**src/rtl/pwm_search_pkg.sv**
```systemverilog
package pwm_search_pkg;
  localparam int US_W    = 32;
  localparam int NS_W    = 42;
  localparam int STEP_W  = NS_W - 6;
  localparam int NUM_CLK = 3;
  localparam int NUM_DIV = 4;
  localparam int M_MAX   = 7;
  localparam int CW      = $clog2(NUM_CLK);
  localparam int DW      = $clog2(NUM_DIV);
  localparam int MW      = $clog2(M_MAX + 1);
  localparam logic [STEP_W-1:0] WIDE_LIMIT = STEP_W'(64'd6 * 64'd976562 * 64'd128);

  typedef struct packed {
    logic              wide;
    logic [STEP_W-1:0] step;
  } target_t;

  function automatic logic [STEP_W-1:0] tick_ns(input logic [CW-1:0] c);
    case (c)
      2'd0:    tick_ns = STEP_W'(976562);
      2'd1:    tick_ns = STEP_W'(30517);
      default: tick_ns = STEP_W'(52);
    endcase
  endfunction

  function automatic logic [STEP_W-1:0] div_factor(input logic [DW-1:0] d);
    case (d)
      2'd0:    div_factor = STEP_W'(1);
      2'd1:    div_factor = STEP_W'(3);
      2'd2:    div_factor = STEP_W'(5);
      default: div_factor = STEP_W'(6);
    endcase
  endfunction

  // period in us -> ns per PWM step, choosing the resolution
  function automatic target_t make_target(input logic [US_W-1:0] period);
    logic [NS_W-1:0]   ns;
    logic [STEP_W-1:0] s;
    target_t           t;
    ns = NS_W'(period) * NS_W'(1000);
    s  = ns[NS_W-1:6];
    t.wide = (s >= WIDE_LIMIT);
    t.step = t.wide ? (s >> 3) : s;
    return t;
  endfunction
endpackage

```
**src/rtl/pwm_cand_gen.sv**
```systemverilog
module pwm_cand_gen
  import pwm_search_pkg::*;
(
  input  logic [CW-1:0]     ci,
  input  logic [DW-1:0]     di,
  input  logic [MW-1:0]     mi,
  output logic [STEP_W-1:0] cand
);
  logic [STEP_W-1:0] base;
  always_comb begin
    base = tick_ns(ci) * div_factor(di);
    cand = base << mi;
  end
endmodule

```
**src/rtl/pwm_abs_diff.sv**
```systemverilog
module pwm_abs_diff #(
  parameter int W = 36
) (
  input  logic [W-1:0] a,
  input  logic [W-1:0] b,
  output logic [W-1:0] d
);
  always_comb d = (a > b) ? (a - b) : (b - a);
endmodule

```
**src/rtl/pwm_idx_walker.sv**
```systemverilog
module pwm_idx_walker
  import pwm_search_pkg::*;
(
  input  logic          clk,
  input  logic          rst_n,
  input  logic          clear,
  input  logic          step,
  input  logic          pair_end,
  output logic [CW-1:0] ci,
  output logic [DW-1:0] di,
  output logic [MW-1:0] mi,
  output logic          last_pair
);
  assign last_pair = (ci == CW'(NUM_CLK - 1)) && (di == DW'(NUM_DIV - 1));

  always_ff @(posedge clk or negedge rst_n) begin
    if (!rst_n) begin
      ci <= '0;
      di <= '0;
      mi <= '0;
    end else if (clear) begin
      ci <= '0;
      di <= '0;
      mi <= '0;
    end else if (step) begin
      if (pair_end) begin
        mi <= '0;
        if (di == DW'(NUM_DIV - 1)) begin
          di <= '0;
          ci <= last_pair ? '0 : ci + 1'b1;
        end else begin
          di <= di + 1'b1;
        end
      end else begin
        mi <= mi + 1'b1;
      end
    end
  end
endmodule

```
**src/rtl/pwm_period_search.sv**
```systemverilog
module pwm_period_search
  import pwm_search_pkg::*;
#(
  parameter logic [US_W-1:0] MIN_US = 32'd7,
  parameter logic [US_W-1:0] MAX_US = 32'd384000000
) (
  input  logic            clk,
  input  logic            rst_n,
  input  logic            start,
  input  logic [US_W-1:0] period_us,
  input  logic [US_W-1:0] duty_us,
  output logic            busy,
  output logic            done,
  output logic            err,
  output logic            wide,
  output logic [CW-1:0]   clk_idx,
  output logic [DW-1:0]   div_idx,
  output logic [MW-1:0]   exp_m
);
  typedef enum logic {S_IDLE, S_RUN} state_t;
  state_t state;

  logic [STEP_W-1:0] target, cand, cur_err, min_err, last_err;
  logic [CW-1:0]     ci;
  logic [DW-1:0]     di;
  logic [MW-1:0]     mi;
  logic              last_pair;
  target_t           tgt_in;

  // named events used by the checker
  logic accept, reject, better, stop_sweep, pair_end, finish;

  assign busy       = (state == S_RUN);
  assign tgt_in     = make_target(period_us);
  assign reject     = (state == S_IDLE) && start &&
                      ((period_us < MIN_US) || (period_us > MAX_US) || (duty_us > period_us));
  assign accept     = (state == S_IDLE) && start && !reject;
  assign better     = busy && (cur_err < min_err);
  assign stop_sweep = busy && (mi != '0) && (cur_err > last_err);
  assign pair_end   = stop_sweep || (mi == MW'(M_MAX));
  assign finish     = busy && pair_end && last_pair;

  pwm_cand_gen u_cand (.ci(ci), .di(di), .mi(mi), .cand(cand));

  pwm_abs_diff #(.W(STEP_W)) u_diff (.a(target), .b(cand), .d(cur_err));

  pwm_idx_walker u_walk (
    .clk(clk), .rst_n(rst_n), .clear(accept), .step(busy),
    .pair_end(pair_end), .ci(ci), .di(di), .mi(mi), .last_pair(last_pair)
  );

  always_ff @(posedge clk or negedge rst_n) begin
    if (!rst_n) begin
      state    <= S_IDLE;
      done     <= 1'b0;
      err      <= 1'b0;
      wide     <= 1'b0;
      clk_idx  <= '0;
      div_idx  <= '0;
      exp_m    <= '0;
      target   <= '0;
      min_err  <= '1;
      last_err <= '1;
    end else begin
      done <= 1'b0;
      if (state == S_IDLE) begin
        if (start) begin
          clk_idx  <= '0;
          div_idx  <= '0;
          exp_m    <= '0;
          min_err  <= '1;
          last_err <= '1;
          err      <= reject;
          done     <= reject;
          wide     <= reject ? 1'b0 : tgt_in.wide;
          if (!reject) begin
            target <= tgt_in.step;
            state  <= S_RUN;
          end
        end
      end else begin
        if (better) begin
          min_err <= cur_err;
          clk_idx <= ci;
          div_idx <= di;
          exp_m   <= mi;
        end
        if (!stop_sweep) last_err <= cur_err;
        if (finish) begin
          state <= S_IDLE;
          done  <= 1'b1;
        end
      end
    end
  end
endmodule

```
**config.mk**
```make
export PLATFORM = sky130hd
export DESIGN_NAME = pwm_period_search
export DESIGN_NICKNAME = d
export VERILOG_FILES = /design/src/rtl/pwm_search_pkg.sv /design/src/rtl/pwm_cand_gen.sv /design/src/rtl/pwm_abs_diff.sv /design/src/rtl/pwm_idx_walker.sv /design/src/rtl/pwm_period_search.sv
export SDC_FILE = /design/constraint.sdc
export NUM_CORES = 1
export LEC_CHECK = 0
export BUFFER_PORTS_ARGS = -buffer_cell sky130_fd_sc_hd__buf_4
export CAP_MARGIN = 10
export CORE_MARGIN = 2
export CORE_UTILIZATION = 48
export DETAILED_ROUTE_END_ITERATION = 16
export SKIP_CTS_REPAIR_TIMING = 1
export SYNTH_ARGS = -nofsm -noshare
export SYNTH_HDL_FRONTEND = slang
export SYNTH_SLANG_ARGS = --single-unit
```
**constraint.sdc**
```tcl
create_clock -name clk -period 16.2 [get_ports clk]
set_clock_uncertainty 0.05 [all_clocks]
set_input_delay 1.62 -clock clk [delete_from_list [all_inputs] [get_ports clk]]
set_output_delay 1.62 -clock clk [all_outputs]
set_load 0.03 [all_outputs]
```
Word level (Yosys, flattened, before mapping)
Index checks and enable logic that the tools add are counted.
Widths: inputs -> output; s select.
Operators by class
  multiplexer cells: 37
  multiply operators: 2
  eq/ne operators: 8
  shifts and indexed selects: 1
  reduce and logical (&&, ||, !) cells: 26
  bitwise gates (word level): 2
  $add $sub $neg: 5
  $lt $le $gt $ge: 7
Operator list (number)
  $mux 36: 7
  $gt 36x36->1: 2
  $sub 36x36->36: 2
  $pmux 20 s2: 1
  $mul 32x7->39 const B: 1
  $ge 36x30->1 const B: 1
  $lt 36x36->1: 1
  $shl 36x3->36: 1
  $gt 32x29->1 const B: 1
  $gt 32x32->1: 1
  $lt 32x3->1 const B: 1
  $mux 2: 14
  $mul 20x3->23: 1
  $mux 3: 6
  $logic_and 1x1->1: 9
  $pmux 3 s3: 1
  $mux 1: 8
  $reduce_and 2->1: 4
  $reduce_bool 2->1: 4
  $eq 2x2->1 const B: 3
  $reduce_and 3->1: 2
  $add 2x1->2 const B: 2
  $eq 2x1->1 const B: 2
  $logic_not 2->1: 2
  8 further kinds: 11
Word-level totals
  logic and storage cells: 101
  input bits: 67
  output and inout port bits: 11
  flip-flop bits (word level): 126

Longest topological paths before layout
  depth in word-level cells: 13
  depth in mapped cells: 48
  mapped depth without buffers: 42

Hierarchy
From an unflattened synthesis, not the netlist that was laid out.
Second synthesis, totals
  cells, all modules: 2438
  area total of the unflattened synthesis: 20512.2 um2
Modules (own cells, without submodules)
  pwm_period_search: times used 1, area an instance 13805.7 um2, cells an instance 1501
  pwm_abs_diff: times used 1, area an instance 3901.2 um2, cells an instance 571
  pwm_cand_gen: times used 1, area an instance 2402.3 um2, cells an instance 331
  pwm_idx_walker: times used 1, area an instance 402.9 um2, cells an instance 35

Worst setup path before layout
OpenSTA, ideal clock, no wires.
  path kind: register to register
  from: register u_walk.di[0]
  to: register last_err[32]
  library setup time: 0.077 ns
  arrival: 9.163 ns
  data required time: 16.073 ns
  cell stages (with the launch flop): 45
  setup slack: 6.910 ns
  path through: dfrtp_1 > ha_1 > clkbuf_1 > nor2_1 > nor3_1 > inv_1 > nand2_1 > ha_1 > inv_1 > fa_1 > and4b_1 > a221oi_1 > o21a_1 > o21ai_0 > a2111oi_0 > or3_1 > a31oi_1 > a211oi_1 > [... 9 more ...] > nand2_2 > buf_2 > a211o_1 > and3_1 > or2_2 > ha_1 > a21o_1 > a21o_1 > a21oi_1 > o21ai_0 > nor2_1 > a211oi_1 > o21ai_0 > o211a_1 > clkbuf_1 > buf_1 > nor2_1 > a31oi_1
Between the ends
  word-level cells in the longest chain between the ends: 10
Ends and longest elaborated chain
  from (decl): line pwm_idx_walker.sv:10  | output logic [DW-1:0] di,
  from (signal assigned): line pwm_idx_walker.sv:32  | di <= di + 1'b1;
  $eq 2x2->1 (tied with other cells): line pwm_search_pkg.sv:27  | case (d)
  $pmux 3 s3 *: line pwm_search_pkg.sv:27
  $mul 20x3->23 *: line pwm_cand_gen.sv:11  | base = tick_ns(ci) * div_factor(di);
  $shl 36x3->36 *: line pwm_cand_gen.sv:12  | cand = base << mi;
  $sub 36x36->36 / $gt 36x36->1 (equally long branches): line pwm_abs_diff.sv:8  | always_comb d = (a > b) ? (a - b) : (b - a);
  $mux 36 *: line pwm_abs_diff.sv:8
  $gt 36x36->1: line pwm_period_search.sv:39  | assign stop_sweep = busy && (mi != '0) && (cur_err > last_err);
  $logic_and 1x1->1: line pwm_period_search.sv:39
  $ne 2x2->1 (no source line)
  $reduce_and 2->1 (no source line)
  to (signal assigned): line pwm_period_search.sv:88  | if (!stop_sweep) last_err <= cur_err;
  to (decl): line pwm_period_search.sv:23  | logic [STEP_W-1:0] target, cand, cur_err, min_err, last_err;
Mark *: on every way between the ends. The rest lies on a longest branch, timed or not. The select of a mux whose other input is x is not followed.
A chain may end at the register's enable or synchronous reset.

Final worst setup path
  from: register u_walk.di[0]
  to: register last_err[29]
The elaborated chain is that of the path after synthesis.

==> impl_metrics.yaml <==
floorplan:
  initial_core_util: 0.4878
  die_y_um: 210.7
  design.core.area_mm2: 0.04204
  dieArea_mm2: 0.04439
  io_pins: 78
  die_w_um: 210.7
  fp-row-count: 75
worst_hold_path:
  hp-class: "flop to flop"
drt:
  routed-via-count: 18260
  ant_nets: 0
  first_iter_violations: 1520
  via_per_inst: 6.095
  wirelength_um: 60840
  drcViolationCount: 0
  drtPass1Iterations: 7
  post_drt_wl_per_cell_um: 20.31
setup_path:
  cpMostUsedCell: "ha_1"
  start_kind: "flop"
  crit_fanout: 26
  required_ps: 16520
  slowest_stage: "a2111oi_1"
  endpoint_kind: "flop"
  crit_type: "flop to flop"
  critPathMaxStageDelay_ps: 950
  arrival_ps: 12340
logic_synthesis:
  synth_area_leaders: "ha_1, fa_1, dfstp_2"
  yosysMostFrequentCell: "ha_1"
  synth-seq-cells: 126
  syn_area_mm2: 0.02051
  synth_nets: 2952
  synth_top_cell_by_area: "ha_1"
  ys_types: 93
  synth-seq-area-share: 0.1581
  netlist_top_cells_count: "ha_1, inv_1, a21oi_1"
  synthFlopType: "dfstp_2"
  synth_top_area_share: 0.1916
  syn_inst: 2447
  synth_area_per_cell_um2: 8.381
  synth-edff-count: 0
  ys_warn_count: 0
  async_reset_ff_frac: 1.000
cells_and_area:
  nFillCells: 4071
  syn2layout_area_growth_pct: 7.334
  antenna_cells: 0
  final_cell_area_mm2: 0.02201
  finalNonFillerCells: 2996
  regArea_mm2: 0.003243
  drive_gt1_frac: 0.1107
  multiInputGateArea_mm2: 0.01590
  fin_nets: 2949
placement:
  dp_hpwl_um: 50050
  port_buffers: 77
  placed_cell_area_mm2: 0.02137
  gp_congestion: 0.9695
  placed_cells: 2963
run_status:
  outcome: "completed"
clocking:
  clk_pin_slew_ps: 60
  htreeDepth: 4
  clkLatencyLatePin_ps: 450
  numCtsBuffers: 17
  cts_tree: "built"
  clkSinkCount: 126
  clk_path_buf_depth: 2
  root_buffer: "clkbuf_16"
sta:
  hold_viol: 0
  setup_tns_ps: 0
  relSlewSlack: 0.2935
  fin_crit_ps: 12020
  worst_pin_slew_ps: 1060
  fmax_mhz: 83.19
  rsz0062_at_grt: "false"
  report.final.setup_viol: 0
  fin_crit_sh: 0.7420
  timing.hold.ws_ps: 444.8
  slew_viol_final: 0
global_routing:
  gr-usage-all-layers: 0.2803
  grt_pass1_wl_um: 98330
  grt_overflow: 0
  antenna_found_initial: 0
  grt_pass1_vias: 18150
  grt_max_degree: 84
run:
  drv_cap: 0
sequential cells by signal, summed over array words and instances, names as in the netlist:
signal	cells
exp_m	3
last_err	36
target	36
u_walk.ci	2
clk_idx	2
busy	1
u_walk.di	2
err	1
min_err	36
wide	1
done	1
div_idx	2
u_walk.mi	3
layout make-up:
cell class              instances  area share
multi-input cells            1972      0.7223
flip-flops and latches        126      0.1473
inverters                     238     0.04059
repair buffers                 89     0.03092
well taps                     539     0.03064
clock buffers                  21     0.02240
clock inverters                11    0.005798
worst max-delay path, delay by kind of cell, from the launching register on:
| family | cells | cell delay (ps) |
|---|---|---|
| buf+inv | 2 | 280 |
| fa+ha+maj | 5 | 1710 |
| flops | 1 | 490 |
| compound gates | 13 | 4130 |
| xor+xnor | 1 | 210 |
| simple gates | 17 | 5020 |
layer usage:
layer  global-route usage  vias up  part of all wire
met5                    0        -                 0
li1                     -     8809                 -
met2               0.4792      497              0.48
met3              0.02364      124             0.034
met1               0.3620     8830              0.44
met4               0.1265        0             0.046
logic make-up after synthesis:
family          synth area share
flops                     0.1581
buf+inv                  0.06681
other cells            0.0001829
mux                      0.03527
compound gates            0.2507
simple gates              0.1459
xor+xnor                 0.03032
fa+ha+maj                 0.3126
through the flow:
| step | setup slack (ps) | util |
|---|---|---|
| 6_report | 4179 | 0.5236 |
| 5_1_grt | 3155 | 0.5236 |
| 4_1_cts | 4249 | 0.5231 |
| 3_5_place_dp | 4274 | 0.5083 |
| 3_3_place_gp | 4490 | 0.5083 |
| 2_1_floorplan | 6910 | - |
cells in the final DEF (no fill, tap or decap), drive strengths merged, types with 21 or more instances in the layout:
master,n
a22oi,26
and3,23
nor2,166
a211oi,25
mux2,26
nor3,37
dfrtp,54
ha,314
and2,26
dfstp,72
o21ai,193
nand2,150
nand4,56
nand3,46
o21a,30
a31oi,46
fa,124
xnor2,47
buf,89
clkbuf,21
inv,241
o21bai,24
xor2,24
a21o,70
mux2i,34
a21oi,210
path summary, 6_finish.rpt:
| kind | start | endpoint | slack, ps | depth (start not counted) |
|---|---|---|---|---|
| max | u_walk.di[0] | last_err[29] | 4180 | 38 |
| min | err | err | 440 | 2 |
| max reg2reg | u_walk.di[0] | last_err[29] | 4180 | 38 |
| min reg2reg | err | err | 440 | 2 |
| max in group asynchronous | rst_n | div_idx[0] | 13560 | 2 |
| min in group asynchronous | rst_n | target[5] | 1330 | 1 |
Power is not shown: default switching activity piles up to over one toggle a cycle in this logic, so the estimate is an artifact.
